--- config.mk ---
export PLATFORM = sky130hd
export DESIGN_NAME = io_load_return_fmt
export DESIGN_NICKNAME = d
export VERILOG_FILES = /design/src/rtl/iolr_pkg.sv /design/src/rtl/iolr_size_decode.sv /design/src/rtl/iolr_lane_replicate.sv /design/src/rtl/iolr_err_encode.sv /design/src/rtl/io_load_return_fmt.sv
export SDC_FILE = /design/constraint.sdc
export NUM_CORES = 1
export LEC_CHECK = 0
export CAP_MARGIN = 30
export CORE_MARGIN = 3
export CORE_UTILIZATION = 35
export CTS_CLUSTER_SIZE = 25
export DETAILED_ROUTE_END_ITERATION = 16
export DONT_BUFFER_PORTS = 1
export PLACE_DENSITY = 0.58
export REMOVE_ABC_BUFFERS = 1
export SETUP_SLACK_MARGIN = 0.05
export SLEW_MARGIN = 20
export SYNTH_ARGS = -nofsm -noshare
export SYNTH_HDL_FRONTEND = slang
export SYNTH_SLANG_ARGS = --single-unit
--- constraint.sdc ---
create_clock -name clk -period 1.9 [get_ports clk]
set_input_delay 0.475 -clock clk [delete_from_list [all_inputs] [get_ports clk]]
set_output_delay 0.475 -clock clk [all_outputs]
set_load 0.01 [all_outputs]
--- src/rtl/iolr_pkg.sv ---
package iolr_pkg;

    typedef enum logic [0:0] {
        ST_IDLE = 1'b0,
        ST_RESP = 1'b1
    } iolr_state_t;

    typedef enum logic [1:0] {
        ERR_NONE   = 2'b00,
        ERR_CORR   = 2'b01,
        ERR_UNCORR = 2'b10
    } iolr_err_t;

    localparam int unsigned SIZE_CODE_W = 3;
    localparam logic [SIZE_CODE_W-1:0] FETCH_SIZE_CODE = 3'd2;

endpackage

--- src/rtl/iolr_size_decode.sv ---
module iolr_size_decode
    import iolr_pkg::*;
#(
    parameter int unsigned MAX_LOG2 = 4
) (
    input  logic [SIZE_CODE_W-1:0] size_code,
    input  logic                   is_ifill,
    output logic [SIZE_CODE_W-1:0] eff_log2,
    output logic                   illegal,
    output logic                   fetch_flag
);

    always_comb begin
        fetch_flag = is_ifill;
        if (is_ifill) begin
            eff_log2 = FETCH_SIZE_CODE;
            illegal  = 1'b0;
        end else if (32'(size_code) > MAX_LOG2) begin
            eff_log2 = '0;
            illegal  = 1'b1;
        end else begin
            eff_log2 = size_code;
            illegal  = 1'b0;
        end
    end

endmodule

--- src/rtl/iolr_lane_replicate.sv ---
module iolr_lane_replicate
    import iolr_pkg::*;
#(
    parameter int unsigned DATA_BYTES = 16,
    localparam int unsigned OFF_W     = $clog2(DATA_BYTES),
    localparam int unsigned DATA_W    = 8 * DATA_BYTES
) (
    input  logic [DATA_W-1:0]      raw,
    input  logic [OFF_W-1:0]       offset,
    input  logic [SIZE_CODE_W-1:0] log2_bytes,
    output logic [DATA_W-1:0]      replicated
);

    logic [OFF_W-1:0] lane_mask;
    logic [OFF_W-1:0] lane_base;

    always_comb begin
        lane_mask = OFF_W'((32'd1 << log2_bytes) - 32'd1);
        lane_base = offset & ~lane_mask;
    end

    for (genvar gi = 0; gi < DATA_BYTES; gi++) begin : g_byte
        logic [OFF_W-1:0] src_idx;
        always_comb begin
            src_idx = lane_base | (OFF_W'(gi) & lane_mask);
            replicated[8*gi +: 8] = raw[8*src_idx +: 8];
        end
    end

endmodule

--- src/rtl/iolr_err_encode.sv ---
module iolr_err_encode
    import iolr_pkg::*;
(
    input  logic      ecc_corr,
    input  logic      ecc_uncorr,
    input  logic      size_illegal,
    output iolr_err_t err_code
);

    always_comb begin
        if (ecc_uncorr || size_illegal) begin
            err_code = ERR_UNCORR;
        end else if (ecc_corr) begin
            err_code = ERR_CORR;
        end else begin
            err_code = ERR_NONE;
        end
    end

endmodule

--- src/rtl/io_load_return_fmt.sv ---
module io_load_return_fmt
    import iolr_pkg::*;
#(
    parameter int unsigned DATA_BYTES = 16,
    localparam int unsigned OFF_W     = $clog2(DATA_BYTES),
    localparam int unsigned DATA_W    = 8 * DATA_BYTES
) (
    input  logic              clk,
    input  logic              rst_n,
    input  logic              req_valid,
    output logic              req_ready,
    input  logic [2:0]        req_size,
    input  logic              req_ifill,
    input  logic [OFF_W-1:0]  req_offset,
    input  logic [DATA_W-1:0] req_rdata,
    input  logic              req_ecc_corr,
    input  logic              req_ecc_uncorr,
    output logic              rsp_valid,
    input  logic              rsp_ready,
    output logic [DATA_W-1:0] rsp_data,
    output logic [1:0]        rsp_err,
    output logic              rsp_f4b
);

    iolr_state_t state_q, state_d;

    logic [SIZE_CODE_W-1:0] eff_log2;
    logic                   size_illegal;
    logic                   fetch_flag;
    logic [DATA_W-1:0]      rep_data;
    iolr_err_t              err_code;

    logic [DATA_W-1:0] data_q;
    logic [1:0]        err_q;
    logic              f4b_q;
    logic              accept;

    iolr_size_decode #(
        .MAX_LOG2 (OFF_W)
    ) u_size (
        .size_code  (req_size),
        .is_ifill   (req_ifill),
        .eff_log2   (eff_log2),
        .illegal    (size_illegal),
        .fetch_flag (fetch_flag)
    );

    iolr_lane_replicate #(
        .DATA_BYTES (DATA_BYTES)
    ) u_rep (
        .raw        (req_rdata),
        .offset     (req_offset),
        .log2_bytes (eff_log2),
        .replicated (rep_data)
    );

    iolr_err_encode u_err (
        .ecc_corr     (req_ecc_corr),
        .ecc_uncorr   (req_ecc_uncorr),
        .size_illegal (size_illegal),
        .err_code     (err_code)
    );

    assign accept = req_valid && (state_q == ST_IDLE);

    always_comb begin
        state_d = state_q;
        unique case (state_q)
            ST_IDLE: if (req_valid) state_d = ST_RESP;
            ST_RESP: if (rsp_ready) state_d = ST_IDLE;
            default: state_d = ST_IDLE;
        endcase
    end

    always_ff @(posedge clk or negedge rst_n) begin
        if (!rst_n) begin
            state_q <= ST_IDLE;
        end else begin
            state_q <= state_d;
        end
    end

    always_ff @(posedge clk or negedge rst_n) begin
        if (!rst_n) begin
            data_q <= '0;
            err_q  <= ERR_NONE;
            f4b_q  <= 1'b0;
        end else if (accept) begin
            data_q <= size_illegal ? '0 : rep_data;
            err_q  <= err_code;
            f4b_q  <= fetch_flag;
        end
    end

    always_comb begin
        req_ready = (state_q == ST_IDLE);
        rsp_valid = (state_q == ST_RESP);
        rsp_data  = data_q;
        rsp_err   = err_q;
        rsp_f4b   = f4b_q;
    end

endmodule

==> results.md, run 1 <==
- Worst-Margin Slew: between 0.4 and 0.5 ns
- Clock root buffer master: clkbuf_16
- Sw Share: between 30% and 40%
- Failing checks: negative hold slack, negative setup slack
- Nets: 1,780
- Core Area: 32,700 um2
- Starting Density: between 30% and 40%
- YS warnings: 0
- Final Instance Area: approximately 18,000 um2
- Clock Power Share: 25.8%
- Post-Syn Instances: roughly 1,500
- Predominant post-synthesis flop cell: dfrtp_1
- Setup ws final: -0.851 ns
- Mapped cell area: ~12,000 um2
- Biggest fanout along the worst timing path: 6
- TritonCTS clock tree: yes
- EDFF count, synth: 0
- Hold WS: -0.284 ns
- Initial antenna violation count: 0
- CP Capture Point: rsp_data[8]
- Floorplan row count: between 60 and 70
- Pin count of the biggest net entering global routing: roughly 130
- Final count of negative-setup-slack endpoints: approximately 130
- Comb power frac: between 30% and 40%
- Area leader, netlist: dfrtp_1
- Tcrit/Tclk final: 145%
- Reg power frac: roughly a third
- R2R setup slack: about 0.050 ns
- Placer Congestion: between 0.9 and 1
- Height of the die: 189 um
- Area of the multi-input gates: just under 10,000 um2
- Syn avg cell area: ~8.0 um2
- Critical path data required time: between 2 and 2.5 ns
- Fin. Hold Viols: 132
- Crit. End Element: flop
- Ports: about 280
- Final-layout fill cell count: 2,800
- Worst VDD drop: roughly 0.63 mV
- Max-slew headroom: between 70% and 80%
- Clock net sink count: approximately 130
- Max clock buf depth: 2
- HP Class: in -> async
- Reg area: 3300 um2
- Worst Path Class, Setup: in -> reg
- 1st-pass router iterations: 7
- Net Sw Power: approximately 5 mW
- Slew Limit Fails: 0
- Worst Skew: approximately 0.0085 ns
- RSZ-0062 raised after global routing: yes
- Status: finished with violations
- ANT nets after route: 0
- Sequential area share after synthesis: between 20 and 30%
- Grt ovf: 0
- Crit path launch type: input port
- CTS Buf Count: 17
- Asr flop ratio synth: between 90% and 100%
- Routed len/inst: about 27 um
- Dpl cell area: ~14,000 um2
- Final min period: approximately 2.8 ns
- Worst reg2reg startpoint: rsp_valid
- CP Data Arrival Time: 3.09 ns
- DPL Wire Length: roughly 34,000 um
- Pwr Density: 735 nW/um2
- IO Port Bufs: 0
- DRT Wirelength: between 50,000 and 60,000 um
- Top post-synthesis cells by area: dfrtp_1 28%, mux2i_1 22%, nand2_1 13%
- Distinct cells, synth: between 40 and 50
- Flop and latch count out of synthesis: around 130
- Clock transition at path regs: 0.07 ns
- Antenna cells: 0
- Global-route wire length before repair: just under 80,000 um
- Internal power: a little over 8 mW
- CTS H-tree lvls: 4
- Via count: 13,200
- Reg2reg path depth: 7
- Yosys top cell area share: between 20% and 30%
- Die ar.: 35,500 um2
- LEAKAGE: 7.52 nW
- Die X: roughly 190 um
- Setup WS pre-CTS: -1.42 ns
- R2r endpoint: rsp_data[13]
- Area grow syn2layout: 53.4%
- Vias in the first global route: about 13,000
- Drt initial violations: 1,332
- Layout cells sized above 1: roughly two fifths
- Worst skew pair latency: 0.45 ns
- GR Util All Layers: 29.1%
- F_max: roughly 0.36 GHz
- Max-cap viol count: 0
- Drt drc: 0
- Crit path launch: req_size[0]
- Via/cell ratio: about 6.3
[final cells by class]
type                    count  area share, %
inverters                   2         0.0420
flip-flops and latches    132           18.5
well taps                 442           3.09
clock inverters             9          0.581
repair buffers            299           20.1
multi-input cells        1185           55.1
clock buffers              23           2.62
[flip-flops by register name, summed over array words and instances, names as in the netlist]
| signal | flops |
|---|---|
| rsp_valid | 1 |
| rsp_f4b | 1 |
| rsp_err | 2 |
| rsp_data | 128 |
[layout by cell type (no fill, tap or decap), types with 28 or more instances in the layout]
master and instances:
nand2_2 35, a21oi_1 43, nor2_1 40, nand2_1 332, dfrtp_1 132, clkbuf_16 28
buf_6 31, a32o_1 65, buf_4 179, mux2i_1 122, mux2i_4 70, buf_12 47
nand3_1 120, o21ai_2 30, mux2i_2 60, o21ai_1 34
[through the flow]
stage	util, %	setup TNS [ns]	std cells	power [mW]	hold slack, ns
after CTS	48.6	-68.50	2055	12.2	-0.305
after floorplan	-	-747.14	1318	6.74	0.179
final	54.7	-84.03	2092	13.1	-0.284
after detailed placement	42.3	-155.64	1980	8.30	0.184
after global routing	54.7	-89.50	2092	13.7	-0.309
after global placement	42.3	-151.95	1980	8.23	0.184
[worst min path at each step]
stage          start             to  slack (ns)  cells past startpoint
3_5_place_dp   rst_n   rsp_data[38]        0.18                      0
6_report       rst_n   rsp_data[92]       -0.28                      0
3_3_place_gp   rst_n   rsp_data[54]        0.18                      0
5_1_grt        rst_n   rsp_data[92]       -0.31                      0
2_1_floorplan  rst_n    rsp_data[0]        0.18                      0
4_1_cts        rst_n  rsp_data[103]       -0.30                      0
[power by group through the flow]
stage	Combinational, mW	Sequential, mW	Clock (mW)
2_1_floorplan	2.44	4.30	0
3_3_place_gp	3.57	4.66	0
3_5_place_dp	3.64	4.66	0
4_1_cts	4.22	4.62	3.41
5_1_grt	5.46	4.68	3.51
6_report	5.14	4.62	3.39
[worst max-delay path: stages]
cell	delay (ns)
or3_4	0.36
a21o_1	0.22
ha_4	0.17
and2_4	0.16
a211oi_4	0.33
nor2b_4	0.09
buf_12	0.15
buf_12	0.15
buf_8	0.12
mux2i_1	0.10
or4_4	0.50
a22oi_2	0.17
o21ai_1	0.08
[synthesized netlist by cell type, types with 14 or more instances]
cell type / n
mux4_2: 23
nand2_1: 389
buf_1: 19
mux2_2: 15
buf_2: 28
a21oi_1: 65
a211o_1: 17
clkbuf_1: 76
a32o_1: 65
nand4_1: 15
o21ai_0: 60
nand3_1: 129
a22oi_1: 21
dfrtp_1: 132
mux2i_1: 252
nor2_1: 61
nand3b_1: 14
[kinds of logic (layout without fill, tap and decap cells)]
family / count (synthesis) / count (layout) / share of synthesized area, %
buffers and inverters: 135 / 333 / 5.04
muxes: 290 / 290 / 27.5
DFF: 132 / 132 / 28.3
AOI/OAI and AO/OA: 263 / 263 / 15.9
adders and majority gates: 1 / 1 / 0.107
and+or+nand+nor: 630 / 631 / 23.1
[metal layers]
layer	global-route usage (%)	vias to the layer above	wire length (um)
li1	-	5678	-
met1	34.3	6534	20800
met2	50.1	844	27600
met3	8.45	192	5900
met4	11.6	0	2850
met5	0	-	0
[repair_timing]
item / 4_1_cts / 5_1_grt
pin swaps: 78 / 138
endpoints found under the hold margin: 132 / 132
buffers inserted: 24 / 34
gates resized for setup: 213 / 362
gates cloned: 19 / 13
setup endpoints to repair: 128 / 128
Power figures use the tool's default switching activity.
==> inputs of run 2 (changes only) <==
- CORE_UTILIZATION: 35 -> 60
- PLACE_DENSITY: 0.58 -> 0.85
==> run 2 against run 1 <==
  * The run now fails in global routing
  * Area after synthesis did not move
  * Synthesized cell count did not move
==> results.md, run 2 <==
- Status: stopped before the end
- Last stage reached: global routing
- Log Error: [ERROR GRT-0232] Routing congestion too high. Check the congestion heatmap in the GUI.
- Die X: around 150 um
- Post-Syn Instances: 1,451
- Top post-synthesis cells by area: dfrtp_1 28%, mux2i_1 22%, nand2_1 13%
- Initial antenna violation count: 6
- Max clock buf depth: 2
- Grt ovf: 10
- YS warnings: 0
- Floorplan row count: 50
- CTS Buf Count: 17
- Clock root buffer master: clkbuf_16
- IO Port Bufs: 0
- DPL Wire Length: about 31,000 um
- GRT worst endpoint: rsp_data[15]$_DFFE_PN0P_/D
- Clock net sink count: between 100 and 150
- Ports: 275
- Dpl cell area: roughly 14,000 um2
- Mapped cell area: between 10,000 and 15,000 um2
- CTS H-tree lvls: 4
- Area leader, netlist: dfrtp_1
- Post-synth top cells: 389 x nand2_1, 252 x mux2i_1, 132 x dfrtp_1, 129 x nand3_1, 76 x clkbuf_1
- Worst endpoint type: sequential cell input
- Syn avg cell area: between 8 and 9 um2
- Pin count of the biggest net entering global routing: roughly 130
- Most numerous cell in the Yosys netlist: nand2_1
- GR Util All Layers: a little under 80%
- Starting Density: ~62%
- Sequential area share after synthesis: between 20 and 30%
- Asr flop ratio synth: 100%
- Flop and latch count out of synthesis: roughly 130
- Height of the die: approximately 150 um
- Predominant post-synthesis flop cell: dfrtp_1
- Distinct cells, synth: 44
- Placer Congestion: between 0.9 and 1
- Yosys top cell area share: between 20% and 30%
- EDFF count, synth: 0
## run 2: cell counts after synthesis
Identical to the previous run, type by type.
## run 2: layer usage
layer,GRT usage [%],overflow
met5,16.8,0
met4,74.6,5
met3,64.4,0
met2,92.8,5
met1,78.4,0
## run 2: cells by family after synthesis
group	count (synthesis)	synth area share, %
buffers and inverters	135	5.04
DFF	132	28.3
adders and majority gates	1	0.107
muxes	290	27.5
AOI/OAI and AO/OA	263	15.9
and+or+nand+nor	630	23.1
## run 2: metrics by stage
step                      instances  setup WS (ns)  TNS (ns)  util, %  hold slack [ns]
after floorplan                1318          -7.41   -747.14        -            0.179
after global placement         1784          -1.35   -145.06     71.5            0.182
after detailed placement       1784          -1.43   -153.03     71.5            0.182
after CTS                      1879         -0.738    -76.35     84.9           -0.270
## run 2: timing repair
item | CTS
setup endpoints to repair | 128
pin swaps | 119
hold endpoints to repair | 132
buffers inserted | 47
cloned | 20
gates resized for setup | 312
==> inputs of run 3 (changes only) <==
- CORE_UTILIZATION: 60 -> 40
- CTS_CLUSTER_SIZE: 25 -> not set
- PLACE_DENSITY: 0.85 -> not set
- PLACE_DENSITY_LB_ADDON: not set -> 0.15
- SETUP_SLACK_MARGIN: 0.05 -> not set
==> run 3 against run 2 <==
  * The flow now finishes, with violations (negative hold slack, negative setup slack)
==> results.md, run 3 (same netlist as run 1, synthesis figures left out) <==
- Status: finished with violations
- Failing checks: negative hold slack, negative setup slack
- Core Util, Final: 60.4%
- Internal power: 8.28 mW
- Max-slew headroom: a little under three fifths
- Final-layout fill cell count: about 2,400
- LEAKAGE: ~7.4 nW
- HP Class: in -> async
- GR Util All Layers: about a third
- TritonCTS clock tree: yes
- Crit path launch type: input port
- Critical path data required time: approximately 2.2 ns
- CTS H-tree lvls: 4
- Core Area: 28,200 um2
- Reg area: 3300 um2
- Nets: 1,768
- Vias in the first global route: roughly 13,000
- Comb power frac: 35.8%
- Max-cap viol count: 0
- Tot Pwr: ~13 mW
- Crit-path leading delay family: simple AND/OR/NAND/NOR gates
- Area grow syn2layout: 46.2%
- Routed len/inst: around 27 um
- Worst Skew: ~0.011 ns
- Via count: 12,900
- Global-route wire length before repair: about 80,000 um
- Layout cells sized above 1: between 30 and 40%
- RSZ-0062 raised after global routing: yes
- Worst-Margin Slew: 0.656 ns
- Drt drc: 0
- Cell Chain, Critical Path: or3_4, a21o_1, ha_4, and2_4, a211oi_4, nor2b_4, buf_12, mux2i_1, or4_4, a22oi_2, o21ai_1
- Worst Path Class, Setup: in -> reg
- Commonest non-fill, non-tap cell in the layout: nand2_1
- F_max: roughly 0.38 GHz
- ANT nets after route: 0
- Setup WS pre-CTS: -1.42 ns
- CP Data Arrival Time: between 2 and 3 ns
- Clock Power Share: between 20 and 30%
- Clock root buffer master: clkbuf_16
- Via/cell ratio: around 6.4
- Cell count after placement: roughly 1,900
- Crit path launch: req_size[0]
- DPL Wire Length: roughly 34,000 um
- Worst VDD drop: slightly below 0.6 mV
- Biggest fanout along the worst timing path: 11
- DRT Wirelength: ~54,000 um
- Ports: 275
- Max clock buf depth: 2
- Worst reg2reg startpoint: rsp_valid
- IO Port Bufs: 0
- Die ar.: between 30,000 and 40,000 um2
- Worst skew pair latency: about 0.42 ns
- Drt initial violations: 1,331
- Setup_tns: -79.30 ns
- Floorplan row count: between 60 and 70
- Clock transition at path regs: 0.07 ns
- Reg power frac: a little over a third
- Hold WS: -0.262 ns
- Initial antenna violation count: 0
- Starting Density: between 40% and 50%
- Final count of negative-setup-slack endpoints: 128
- Die X: approximately 180 um
- Clock net sink count: approximately 130
- Setup ws final: -0.742 ns
- Worst path max stage delay: between 0.5 and 0.6 ns
- Crit. End Element: flop
- Final min period: 2.64 ns
- Pwr Density: roughly 770 nW/um2
- Net Sw Power: roughly 4.8 mW
- Max reg flops: roughly 130
- Pin count of the biggest net entering global routing: approximately 130
- Sw Share: 36.8%
- Placer Congestion: 0.913
- Most frequent cells in the layout: 315 x nand2_1, 191 x buf_4, 154 x mux2i_1
- Area of the multi-input gates: 9370 um2
- Fin. Hold Viols: approximately 130
- Final Non-Filler Cells: approximately 2,000
- Height of the die: 177 um
- Slowest stage cell, crit path: or4_4
- WP buf/inv: 1
- Grt ovf: 0
- 1st-pass router iterations: 6
- CTS Buf Count: 17
- Tcrit/Tclk final: 139%
- Slew Limit Fails: 0
run 3: power groups by stage:
stage | logic (mW) | registers [mW] | clock network, mW
final | 4.69 | 4.59 | 3.81
after global routing | 5.02 | 4.67 | 3.97
after CTS | 4.30 | 4.59 | 3.84
after detailed placement | 3.64 | 4.63 | 0
after global placement | 3.58 | 4.63 | 0
after floorplan | 2.44 | 4.30 | 0
run 3: repair_timing:
item,4_1_cts,5_1_grt
gates cloned,24,2
endpoints found under the hold margin,132,132
setup endpoints to repair,128,128
pin swaps,117,107
resized for setup,243,226
buffers inserted,35,11
run 3: worst reg2reg max path: cells and delay by family (launching register included):
kind                   cells  cell delay [ns]
AOI/OAI and AO/OA          1             0.19
buffers and inverters      1             0.18
DFF                        1             0.40
and+or+nand+nor            3             0.94
run 3: through the flow:
stage                     hold WS (ns)  instance area [um2]
final                           -0.262                17100
after global routing            -0.285                17100
after CTS                       -0.277                16200
after detailed placement         0.184                13800
after global placement           0.183                13800
after floorplan                  0.179                11100
run 3: layout make-up:
cell class	count	area share, %
multi-input combinational	1185	54.9
sequential	132	19.4
timing repair buffer	287	19.1
tap	378	2.77
clock buffer	18	2.58
clock inverter	13	1.22
inverter	2	0.0440
antenna	1	0.0147
run 3: worst paths after layout:
path,to,slack (ns),cells past startpoint
setup / recovery,rsp_data[12],-0.74,11
setup reg to reg,rsp_data[0],0.12,5
hold reg to reg,rsp_data[1],0.56,2
hold / removal,rsp_data[108],-0.26,0
min in group clk,rsp_valid,0.14,1
max in group asynchronous,rsp_data[30],1.91,0
run 3: per-layer routing:
| metal | wire, um | part of all wire, % | GRT usage, % | up-vias |
|---|---|---|---|---|
| met5 | 0 | 0 | 0 | - |
| met4 | 2990 | 5.5 | 15.3 | 0 |
| met3 | 5120 | 9.5 | 8.97 | 179 |
| met2 | 25700 | 48 | 54.9 | 691 |
| met1 | 20200 | 37 | 40.1 | 6361 |
| li1 | - | - | - | 5652 |
==> inputs of run 4 (changes only) <==
- clock period: 1.9 -> 3.09 ns (I/O delays scaled with it)
==> run 4 against run 3 <==
  * The flow now finishes without violations
  * Register-to-register slack gained 0.98 ns
  * Clock power is 43% lower
  * Combinational power fell by 53%
  * First-iteration DRC count fell by 17%
==> results.md, run 4 (same netlist as run 1, synthesis figures left out) <==
- Placer Congestion: a little under 0.9
- Initial antenna violation count: 0
- Most frequent cells in the layout: 386 x nand2_1, 252 x mux2i_1, 146 x buf_4
- Tcrit/Tclk final: between 90% and 100%
- Final min period: 2.96 ns
- Setup ws final: between 0.1 and 0.15 ns
- Worst-Margin Slew: 0.927 ns
- Grt ovf: 0
- RSZ-0062 raised after global routing: no
- Fin. Hold Viols: 0
- Drt initial violations: about 1,100
- Top Metal Used: met4
- Crit. End Element: flop
- Cell count after placement: between 1,500 and 2,000
- Pin count of the biggest net entering global routing: ~130
- Tot Pwr: ~7.2 mW
- CTS Buf Count: 17
- GR Util All Layers: between 20% and 30%
- Critical path data required time: approximately 3.4 ns
- Met1 WL: ~18,000 um
- LEAKAGE: approximately 6.5 nW
- Max-cap viol count: 0
- DRT Wirelength: 46,100 um
- Core Util, Final: between 40% and 50%
- Setup WS pre-CTS: -0.488 ns
- F_max: 0.338 GHz
- Floorplan row count: 61
- Area of the multi-input gates: 7930 um2
- Biggest fanout along the worst timing path: 13
- Vias in the first global route: between 10,000 and 15,000
- Die X: approximately 180 um
- CP Data Arrival Time: approximately 3.3 ns
- Clock transition at path regs: 0.07 ns
- Worst Skew: ~0.018 ns
- Status: completed
- Final-layout fill cell count: around 2,700
- ANT nets after route: 0
- Crit path launch type: input port
- Clock root buffer master: clkbuf_16
- Antenna cells: 0
- Pwr Density: between 500 and 600 nW/um2
- Metal2 WL: around 22,000 um
- Layout cells sized above 1: approximately 18%
- Final Instance Area: 14,000 um2
- Height of the die: around 180 um
- Worst Path Class, Setup: in -> reg
- Worst skew pair latency: around 0.43 ns
- Slew Limit Fails: 0
- Max-slew headroom: 38.0%
- Drt drc: 0
- DPL Wire Length: ~33,000 um
- Area grow syn2layout: 20.1%
- Ports: 275
- Worst VDD drop: just under 0.3 mV
- Reg area: between 3000 and 4000 um2
- Max clock buf depth: 2
- 1st-pass router iterations: 6
- Post-CTS Setup Bufs: 0
- Commonest non-fill, non-tap cell in the layout: nand2_1
- Via count: about 12,000
- Die ar.: 31,200 um2
- TritonCTS clock tree: yes
- Starting Density: between 40% and 50%
- IO Port Bufs: 0
- CTS Hold Bufs: 0
- Metal3 WL: 4310 um
- HP Class: in -> async
- Final Non-Filler Cells: ~1,900
- Core Area: 28,200 um2
- CTS H-tree lvls: 4
- Nets: about 1,700
- Clock net sink count: between 100 and 150
- Max reg flops: roughly 130
- Dpl cell area: 13,300 um2
- Via/cell ratio: roughly 6.2
- Routed len/inst: 24.2 um
- Final count of negative-setup-slack endpoints: 0
- Global-route wire length before repair: approximately 70,000 um
[run 4: cell types whose count changed in the layout (fill, tap and decap cells not counted), moves of 26 or more]
cell	previous run	this run
nand2_1	315	386
o21ai_2	27	1
buf_6	27	0
o21ai_0	9	59
mux2i_1	154	252
nand2_2	48	1
buf_4	191	146
mux2i_4	36	0
mux2i_2	62	0
[run 4: worst max-delay path: stages]
cell,delay [ns]
or3_4,0.37
a21o_1,0.21
ha_4,0.16
and2_1,0.18
a211oi_4,0.29
nor2b_4,0.13
buf_12,0.17
mux2i_1,0.14
or4_4,0.55
a22oi_1,0.17
o21ai_1,0.09
[run 4: cell type report]
type / count / share of cell area, %
multi-input combinational: 1184 / 56.7
sequential: 132 / 23.6
timing repair buffer: 175 / 12.0
tap: 378 / 3.38
clock buffer: 21 / 3.29
clock inverter: 11 / 1.07
inverter: 2 / 0.0536
[run 4: power breakdown]
group | internal (mW) | total [mW] | switching [mW]
clock | 1.32 | 2.19 | 0.868
sequential | 2.17 | 2.81 | 0.634
combinational | 1.04 | 2.19 | 1.15
total | 4.54 | 7.19 | 2.65
[run 4: final timing paths]
| kind | slack, ns | endpoint | depth (start not counted) | start |
|---|---|---|---|---|
| min in group clk | 0.43 | rsp_valid | 1 | rsp_ready |
| max | 0.13 | rsp_data[15] | 11 | req_size[0] |
| min | 0.03 | rsp_data[20] | 0 | rst_n |
| max in group asynchronous | 2.86 | rsp_data[110] | 0 | rst_n |
| max reg2reg | 1.10 | rsp_data[46] | 6 | rsp_valid |
| min reg2reg | 0.56 | rsp_data[57] | 2 | rsp_data[57] |
[run 4: metal layers]
metal / vias to the layer above / global-route usage (%)
met5: - / 0
met4: 0 / 9.62
met3: 75 / 8.09
met2: 480 / 48.5
met1: 5769 / 36.1
li1: 5392 / -
[run 4: metrics by stage]
step	hold WS, ns	TNS [ns]
2_1_floorplan	0.477	-626.91
3_3_place_gp	0.481	-33.74
3_5_place_dp	0.480	-36.21
4_1_cts	0.0201	0
5_1_grt	0.0121	0
6_report	0.0337	0
[run 4: repair_timing]
item | CTS | global route
gates resized for setup | 1 | 12
cloned | 0 | 0
pin swaps | 1 | 4
endpoints found under the hold margin | 0 | 0
endpoints found under the setup margin | 15 | 22
